==> src/rtl/agc_pkg.sv <==
package agc_pkg;
  typedef enum logic [1:0] {
    REQ_NONE = 2'b00,
    REQ_COMP = 2'b01,
    REQ_EXP  = 2'b10
  } agc_req_e;

  function automatic int unsigned curve_code(input int unsigned tbl, input int unsigned i,
                                             input int unsigned gain_w, input int unsigned idx_w);
    int unsigned sh;
    int unsigned v;
    sh = gain_w - idx_w;
    if (tbl % 2 == 0) v = (i << sh) + (1 << (sh - 1));
    else              v = i * i + i;
    return v % (1 << gain_w);
  endfunction
endpackage

==> src/rtl/agc_tick_gen.sv <==
module agc_tick_gen #(
  parameter int unsigned TICK_DIV = 100000
) (
  input  logic clk_i,
  input  logic rst_ni,
  output logic tick_x1_o,
  output logic tick_x2_o
);
  localparam int unsigned CNT_W = (TICK_DIV > 1) ? $clog2(TICK_DIV) : 1;
  localparam logic [CNT_W-1:0] CNT_LAST = CNT_W'(TICK_DIV - 1);

  logic [CNT_W-1:0] cnt_q;
  logic             phase_q;
  logic             wrap;

  assign wrap = (cnt_q == CNT_LAST);

  always_ff @(posedge clk_i or negedge rst_ni) begin
    if (!rst_ni) begin
      cnt_q     <= '0;
      phase_q   <= 1'b0;
      tick_x1_o <= 1'b0;
      tick_x2_o <= 1'b0;
    end else begin
      tick_x1_o <= wrap;
      tick_x2_o <= wrap & phase_q;
      if (wrap) begin
        cnt_q   <= '0;
        phase_q <= ~phase_q;
      end else begin
        cnt_q <= cnt_q + 1'b1;
      end
    end
  end
endmodule

==> src/rtl/agc_level_judge.sv <==
module agc_level_judge
  import agc_pkg::*;
#(
  parameter int unsigned LVL_W = 8
) (
  input  logic             clk_i,
  input  logic             rst_ni,
  input  logic             set_valid_i,
  input  logic [LVL_W-1:0] avg_i,
  input  logic [LVL_W-1:0] lo_thr_i,
  input  logic [LVL_W-1:0] hi_thr_i,
  input  logic [LVL_W-1:0] nom_i,
  output agc_req_e         req_o,
  output logic             delta_nz_o
);
  logic [LVL_W-1:0] delta_q;
  agc_req_e         req_d;
  logic [LVL_W-1:0] delta_d;

  always_comb begin
    // compress wins if a misordered band would flag both
    if (avg_i > hi_thr_i)      req_d = REQ_COMP;
    else if (avg_i < lo_thr_i) req_d = REQ_EXP;
    else                       req_d = REQ_NONE;
    delta_d = (avg_i >= nom_i) ? (avg_i - nom_i) : (nom_i - avg_i);
  end

  always_ff @(posedge clk_i or negedge rst_ni) begin
    if (!rst_ni) begin
      req_o   <= REQ_NONE;
      delta_q <= '0;
    end else if (set_valid_i) begin
      req_o   <= req_d;
      delta_q <= delta_d;
    end
  end

  assign delta_nz_o = |delta_q;
endmodule

==> src/rtl/agc_gain_table.sv <==
module agc_gain_table
  import agc_pkg::*;
#(
  parameter int unsigned GAIN_W   = 8,
  parameter int unsigned IDX_W    = 4,
  parameter int unsigned N_TABLES = 2,
  parameter int unsigned SEL_W    = 1
) (
  input  logic [SEL_W-1:0]  sel_i,
  input  logic [IDX_W-1:0]  idx_i,
  output logic [GAIN_W-1:0] gain_o
);
  localparam int unsigned DEPTH = 1 << IDX_W;

  logic [GAIN_W-1:0] rom [N_TABLES][DEPTH];

  for (genvar t = 0; t < N_TABLES; t++) begin : g_tbl
    for (genvar i = 0; i < DEPTH; i++) begin : g_ent
      assign rom[t][i] = GAIN_W'(curve_code(t, i, GAIN_W, IDX_W));
    end
  end

  logic [SEL_W-1:0] sel_c;
  always_comb begin
    if (int'(sel_i) >= N_TABLES) sel_c = SEL_W'(N_TABLES - 1);
    else                         sel_c = sel_i;
    gain_o = rom[sel_c][idx_i];
  end
endmodule

==> src/rtl/agc_index_walker.sv <==
module agc_index_walker
  import agc_pkg::*;
#(
  parameter int unsigned IDX_W     = 4,
  parameter int unsigned UNITY_IDX = 8
) (
  input  logic             clk_i,
  input  logic             rst_ni,
  input  logic             tick_x1_i,
  input  logic             tick_x2_i,
  input  agc_req_e         req_i,
  input  logic             delta_nz_i,
  output logic [IDX_W-1:0] idx_o
);
  localparam logic [IDX_W-1:0] IDX_MAX  = '1;
  localparam logic [IDX_W-1:0] IDX_INIT = IDX_W'(UNITY_IDX);

  logic do_down, do_up;

  always_comb begin
    do_down = tick_x1_i && (req_i == REQ_COMP) && delta_nz_i && (idx_o != '0);
    do_up   = tick_x2_i && (req_i == REQ_EXP)  && delta_nz_i && (idx_o != IDX_MAX);
  end

  always_ff @(posedge clk_i or negedge rst_ni) begin
    if (!rst_ni)      idx_o <= IDX_INIT;
    else if (do_down) idx_o <= idx_o - 1'b1;
    else if (do_up)   idx_o <= idx_o + 1'b1;
  end
endmodule

==> src/rtl/agc_step_ctrl.sv <==
module agc_step_ctrl
  import agc_pkg::*;
#(
  parameter int unsigned LVL_W     = 8,
  parameter int unsigned GAIN_W    = 8,
  parameter int unsigned IDX_W     = 4,
  parameter int unsigned N_TABLES  = 2,
  parameter int unsigned SEL_W     = (N_TABLES > 1) ? $clog2(N_TABLES) : 1,
  parameter int unsigned UNITY_IDX = 8,
  parameter int unsigned TICK_DIV  = 100000
) (
  input  logic              clk_i,
  input  logic              rst_ni,
  input  logic              set_valid_i,
  input  logic [LVL_W-1:0]  avg_i,
  input  logic [LVL_W-1:0]  lo_thr_i,
  input  logic [LVL_W-1:0]  hi_thr_i,
  input  logic [LVL_W-1:0]  nom_i,
  input  logic [SEL_W-1:0]  tbl_sel_i,
  output logic [GAIN_W-1:0] gain_o,
  output logic [IDX_W-1:0]  idx_o
);
  logic     tick_x1, tick_x2;
  agc_req_e req;
  logic     delta_nz;

  agc_tick_gen #(.TICK_DIV(TICK_DIV)) u_tick (
    .clk_i, .rst_ni, .tick_x1_o(tick_x1), .tick_x2_o(tick_x2)
  );

  agc_level_judge #(.LVL_W(LVL_W)) u_judge (
    .clk_i, .rst_ni, .set_valid_i, .avg_i, .lo_thr_i, .hi_thr_i, .nom_i,
    .req_o(req), .delta_nz_o(delta_nz)
  );

  agc_index_walker #(.IDX_W(IDX_W), .UNITY_IDX(UNITY_IDX)) u_walk (
    .clk_i, .rst_ni, .tick_x1_i(tick_x1), .tick_x2_i(tick_x2),
    .req_i(req), .delta_nz_i(delta_nz), .idx_o
  );

  agc_gain_table #(.GAIN_W(GAIN_W), .IDX_W(IDX_W), .N_TABLES(N_TABLES), .SEL_W(SEL_W)) u_tbl (
    .sel_i(tbl_sel_i), .idx_i(idx_o), .gain_o
  );
endmodule

==> config.mk <==
export PLATFORM = sky130hd
export DESIGN_NAME = agc_step_ctrl
export DESIGN_NICKNAME = d
export VERILOG_FILES = /design/src/rtl/agc_pkg.sv /design/src/rtl/agc_tick_gen.sv /design/src/rtl/agc_level_judge.sv /design/src/rtl/agc_gain_table.sv /design/src/rtl/agc_index_walker.sv /design/src/rtl/agc_step_ctrl.sv
export SDC_FILE = /design/constraint.sdc
export NUM_CORES = 1
export LEC_CHECK = 0
export BUFFER_PORTS_ARGS = -buffer_cell sky130_fd_sc_hd__clkbuf_2
export CORE_MARGIN = 2
export CORE_UTILIZATION = 57
export DETAILED_ROUTE_END_ITERATION = 16
export PLACE_DENSITY = 0.92
export SETUP_SLACK_MARGIN = 0.2
export SYNTH_ARGS = -nofsm -noshare
export SYNTH_HDL_FRONTEND = slang
export SYNTH_SLANG_ARGS = --single-unit
==> constraint.sdc <==
create_clock -name clk_i -period 2.75 [get_ports clk_i]
set_input_delay 0.1375 -clock clk_i [delete_from_list [all_inputs] [get_ports clk_i]]
set_output_delay 0.1375 -clock clk_i [all_outputs]
set_load 0.01 [all_outputs]
=== Yosys cells after proc, flatten, opt, wreduce, memory -nomap -nowiden ===
Index checks and enable logic that the tools add are counted.
W data, S select, Z words.

* Register bits after elaboration: 34
* Output and inout bits: 12
* Logic and storage cells: 46
* Bits of input ports: 36

* Muxes and demuxes: 12
* $add $sub $neg: 5
* Reduce and logical (&&, ||, !) cells: 9
* Eq/ne operators: 4
* Bitwise gates (word level): 4
* Magnitude comparators: 5

{| class="wikitable"
|+ Operator list
! operator !! number
|-
| $mux W128 || 2
|-
| $mux W124 || 1
|-
| $bmux W8 S4 || 1
|-
| $mux W8 || 3
|-
| $add A17 B1 Y17 const B || 1
|-
| $eq A17 B17 Y1 const B || 1
|-
| $mux W17 || 1
|-
| $sub A8 B8 Y8 || 2
|-
| $ge A8 B8 Y1 || 1
|-
| $gt A8 B8 Y1 || 1
|-
| $lt A8 B8 Y1 || 1
|-
| $mux W4 || 2
|-
| $reduce_or A8 Y1 || 1
|-
| $logic_and A1 B1 Y1 || 6
|-
| $ge A5 B5 Y1 const B || 1
|-
| $not A4 Y5 || 1
|-
| $add A4 B1 Y4 const B || 1
|-
| $mux W2 || 2
|-
| $ne A4 B4 Y1 const B || 1
|-
| $reduce_bool A4 Y1 || 1
|-
| $sub A4 B1 Y4 const B || 1
|-
| $eq A2 B1 Y1 const B || 1
|-
| $eq A2 B2 Y1 const B || 1
|-
| $ge A2 B2 Y1 const B || 1
|-
| other kinds (4) || 4
|}

=== Longest topological paths before layout ===
* Depth after elaboration: 7
* Depth in mapped cells: 11
* Gate-level depth less buffers: 10

=== By module ===
From an unflattened synthesis, not the netlist that was laid out.

* Cell total of the unflattened synthesis: 298
* Area total of the unflattened synthesis: 2767.7 sq um

{| class="wikitable"
|+ By module, submodules not included
! module !! seq. area each (sq um) !! cells an instance !! area each (sq um) !! times used
|-
| agc_level_judge || 250.2 || 165 || 1416.4 || 1
|-
| agc_tick_gen || 500.5 || 80 || 897.1 || 1
|-
| agc_index_walker || 101.3 || 26 || 280.3 || 1
|-
| agc_gain_table || 0.0 || 27 || 173.9 || 1
|}

=== Worst setup path after synthesis ===
No wires, ideal clock.

* Path kind: register to register
* Start: register u_walk.idx_o[3]
* End: register u_walk.idx_o[3]
* Slack: 0.302 ns
* Arrival: 2.372 ns
* Stages on the path, launching flop included: 12
* Period minus slack after synthesis: 2.448 ns
* Setup time: 0.075 ns
* Cells stage by stage: dfstp_2 -> clkbuf_1 -> inv_1 -> a311oi_1 -> nand2_1 -> inv_1 -> ha_1 -> a21o_1 -> a21oi_1 -> xor2_1 -> nor2_1 -> xnor2_1

* Longest elaborated chain between the ends: 3

{| class="wikitable"
|+ Ends and longest elaborated chain
! what !! line !! RTL
|-
| start: declaration || agc_index_walker.sv:13 || <nowiki>output logic [IDX_W-1:0] idx_o</nowiki>
|-
| start signal: assignment || agc_index_walker.sv:27 || <nowiki>else if (do_down) idx_o <= idx_o - 1'b1;</nowiki>
|-
| start signal: assignment || agc_index_walker.sv:28 || <nowiki>else if (do_up) idx_o <= idx_o + 1'b1;</nowiki>
|-
| $add A4 B1 Y4 (tied with other cells) || agc_index_walker.sv:28 ||
|-
| $mux W4 (tied with other cells) || agc_index_walker.sv:28 ||
|-
| $mux W4 / $reduce_bool A2 Y1 (equally long branches) || - ||
|}

Several ways; a longest one is shown, not always the timed one. The select of a mux whose other input is x is not followed.
A chain may end at the register's enable or synchronous reset.

=== Worst setup path after layout ===
Same ends and word-level chain as after synthesis.

==> flow_summary.json <==
{
  "status": "finished clean",
  "avgRoutedWirePerCell_um": 12.8,
  "grt_start_max_net_pins": 35,
  "yosys.area.top_type": "dfrtp_1",
  "setup_viol": 0,
  "path_class": "flop to flop",
  "slew_headroom": 0.455,
  "ys_ff_latch": 34,
  "r2r_slack_ns": 0.49,
  "drive_above_1_share": 0.203,
  "grt_pass1_vias": 2228,
  "cts_root_buf": "clkbuf_8",
  "r2r_cells": 10,
  "grt_pass1_wl_mm": 9.14,
  "n_antenna_cell": 0,
  "post_cts_buffers": 0,
  "fin_area_um2": 3090,
  "antenna_found_initial": 0,
  "regArea_um2": 855,
  "rsz0062_at_grt": "no",
  "via_count": 2188,
  "path_clk_slew_ns": 0.07,
  "maxCapViolCount": 0,
  "dieArea_um2": 5280,
  "drt_pass1_iterations": 4,
  "end_kind": "flop",
  "synth_top_cell_area_share": 0.307,
  "via_per_inst": 5.53,
  "drtIter0Drc": 90,
  "worst-path-stages": 10,
  "ys_seq_area_frac": 0.317,
  "placed_area_um2": 2930,
  "synthCells": 300,
  "die_h_um": 72.7,
  "grt_overflow": 0,
  "hold_depth": 3,
  "synthToLayoutAreaGrowth_pct": 14.9,
  "fill_cells": 335,
  "cts_num_sinks": 34,
  "arrival_ns": 2.48,
  "slew_violations": 0,
  "cts_tree": "yes",
  "clkLatencyLatePin_ns": 0.29,
  "clock_skew_ns": 0.00800,
  "synth_top_flop_cell": "dfrtp_1",
  "synth_cell_type_count": 46,
  "cts_buffers": 5,
  "path_cells": "inv_1 -> a311oi_2 -> nand2_1 -> inv_1 -> ha_1 -> a21o_1 -> a21oi_1 -> xor2_1 -> nor2_1 -> xnor2_1",
  "avgSynthCellArea_um2": 8.95,
  "critPathRequiredTime_ns": 2.97,
  "crit_top_cell": "inv_1",
  "final_nets": 415,
  "fmax_ghz": 0.443,
  "initial_core_util": 0.604,
  "synthTopCellsByArea": "dfrtp_1 (31%), ha_1 (15%), inv_1 (5.0%), xor2_1 (4.9%), xnor2_1 (4.2%)",
  "fin_crit_sh": 0.821,
  "synth-edff-count": 0,
  "place_hpwl_mm": 4.09,
  "core_area_um2": 4440,
  "gp_congestion": 0.862,
  "yosys_warnings": 0,
  "min_path_type": "primary input to flop",
  "critPathMaxFanout": 10,
  "clockBufferDepth": 2,
  "fp.dieW_um": 72.7,
  "io_pins": 48,
  "layout_min_cycle_time_ns": 2.26,
  "drc": 0,
  "synth_area_um2": 2690,
  "max_stage_delay_ns": 0.61,
  "drtAntennaViolNets": 0,
  "multiInputGateArea_um2": 1640,
  "track_usage": 0.217,
  "tightest_slew_ns": 0.817,
  "crit_path_top_delay_cell": "dfstp_2",
  "power_density_nw_per_um2": 444,
  "finalWirelength_mm": 5.08,
  "fin_tns_setup_ns": 0,
  "rows": 24,
  "ir_drop_mv": 0.257,
  "start_kind": "flop",
  "syn_nets": 372,
  "p_leak_nw": 1.63,
  "ctsHtreeMaxLevel": 2,
  "ys_async_sr_fraction": 1.00,
  "finalHoldViolCount": 0,
  "critPathTopFamily": "compound AO/OA/AOI/OAI gates",
  "cp_num_buf_inv": 2,
  "portBuffers": 46
}
[stage by stage]
stage	hold WS (ns)	power [mW]	instances	utilization	setup slack (ns)
after floorplan	-0.158	0.746	300	-	0.302
after global placement	0.256	0.813	387	0.659	0.408
after detailed placement	0.261	0.828	387	0.659	0.349
after CTS	0.210	1.38	396	0.693	0.332
after global routing	0.221	1.43	396	0.695	0.210
final	0.228	1.37	396	0.695	0.492
[power by group]
| group | total [mW] | internal, mW | switching [mW] |
|---|---|---|---|
| Sequential | 0.551 | 0.531 | 0.0196 |
| Clock | 0.550 | 0.363 | 0.187 |
| Combinational | 0.269 | 0.125 | 0.144 |
| Total | 1.37 | 1.02 | 0.350 |
[synthesized netlist by cell type (2+ instances only)]
master    instances
a21boi_0          4
a21o_1            8
a21o_2            3
a21oi_1          19
a221oi_1          2
a31oi_1           7
and2_1            4
buf_2             2
buf_4             2
clkbuf_1          8
dfrtp_1          33
fa_1              3
ha_1             33
inv_1            36
mux2_2            2
mux2i_1           7
nand2_1          19
nand3_1           7
nand3b_1          4
nand4_1           9
nor2_1           23
nor2b_1           4
nor4_1            2
o21ai_0           9
o22ai_1           2
or4b_2            2
xnor2_1          13
xor2_1           15
[tightest hold or removal path, cell delays in order]
cell,delay (ns)
clkbuf_2,0.09
ha_1,0.16
a21oi_1,0.07
[logic make-up after synthesis]
| kind of cell | count (synthesis) | synth area share |
|---|---|---|
| XOR/XNOR | 28 | 0.0913 |
| buffers and inverters | 49 | 0.0750 |
| other | 1 | 0.00140 |
| adder cells (fa/ha/maj) | 36 | 0.176 |
| AO/OA/AOI/OAI | 61 | 0.148 |
| AND/OR/NAND/NOR | 82 | 0.157 |
| multiplexers | 9 | 0.0345 |
| flip-flops | 34 | 0.317 |
[what timing repair did]
| action | CTS | global route |
|---|---|---|
| hold buffers | 1 | 0 |
| setup endpoints to repair | 0 | 1 |
| resized for setup | 0 | 3 |
| hold endpoints to repair | 33 | 0 |
[worst paths after layout]
check                                            start                             end
setup / recovery           u_walk.idx_o[3]$_DFFE_PN1P_     u_walk.idx_o[3]$_DFFE_PN1P_
hold / removal                                nom_i[0]  u_judge.delta_q[0]$_DFFE_PN0P_
setup reg to reg           u_walk.idx_o[3]$_DFFE_PN1P_     u_walk.idx_o[3]$_DFFE_PN1P_
hold reg to reg              u_tick.cnt_q[0]$_DFF_PN0_       u_tick.cnt_q[0]$_DFF_PN0_
max in group asynchronous                       rst_ni     u_walk.idx_o[2]$_DFFE_PN0P_
min in group asynchronous                       rst_ni      u_tick.cnt_q[12]$_DFF_PN0_
[per-layer routing]
layer / wire [um] / vias up / track usage / part of all wire
li1: - / 1111 / - / -
met1: 2210 / 1018 / 0.249 / 0.43
met2: 2590 / 51 / 0.403 / 0.51
met3: 187 / 8 / 0.0387 / 0.037
met4: 95 / 0 / 0.0761 / 0.019
met5: 0 / - / 0 / 0
[flip-flops by register name, indices dropped and copies added, names as in the netlist]
| name | count |
|---|---|
| u_tick.cnt_q | 17 |
| u_judge.delta_q | 8 |
| u_walk.idx_o | 4 |
| u_judge.req_o | 2 |
| u_tick.phase_q | 1 |
| u_tick.tick_x1_o | 1 |
| u_tick.tick_x2_o | 1 |
[final cells by class]
class,instances,share of cell area
multi-input combinational,217,0.531
sequential,34,0.277
tap,52,0.0211
clock buffer,5,0.0223
clock inverter,3,0.0223
inverter,36,0.0438
timing repair buffer,49,0.0827
[cell usage in the layout, fill, tap and decap left out, drive strengths merged, types with 4 or more instances in the layout]
| cell type | instances |
|---|---|
| nand4 | 9 |
| a31oi | 7 |
| ha | 33 |
| nand3 | 7 |
| nand3b | 4 |
| and2 | 4 |
| a21o | 11 |
| mux2i | 7 |
| a21boi | 4 |
| clkbuf | 51 |
| xor2 | 15 |
| nor2 | 23 |
| o21ai | 10 |
| nor2b | 4 |
| nand2 | 19 |
| inv | 36 |
| a21oi | 19 |
| dfrtp | 33 |
| xnor2 | 13 |
Note: power is estimated with default switching activity, not from simulation.
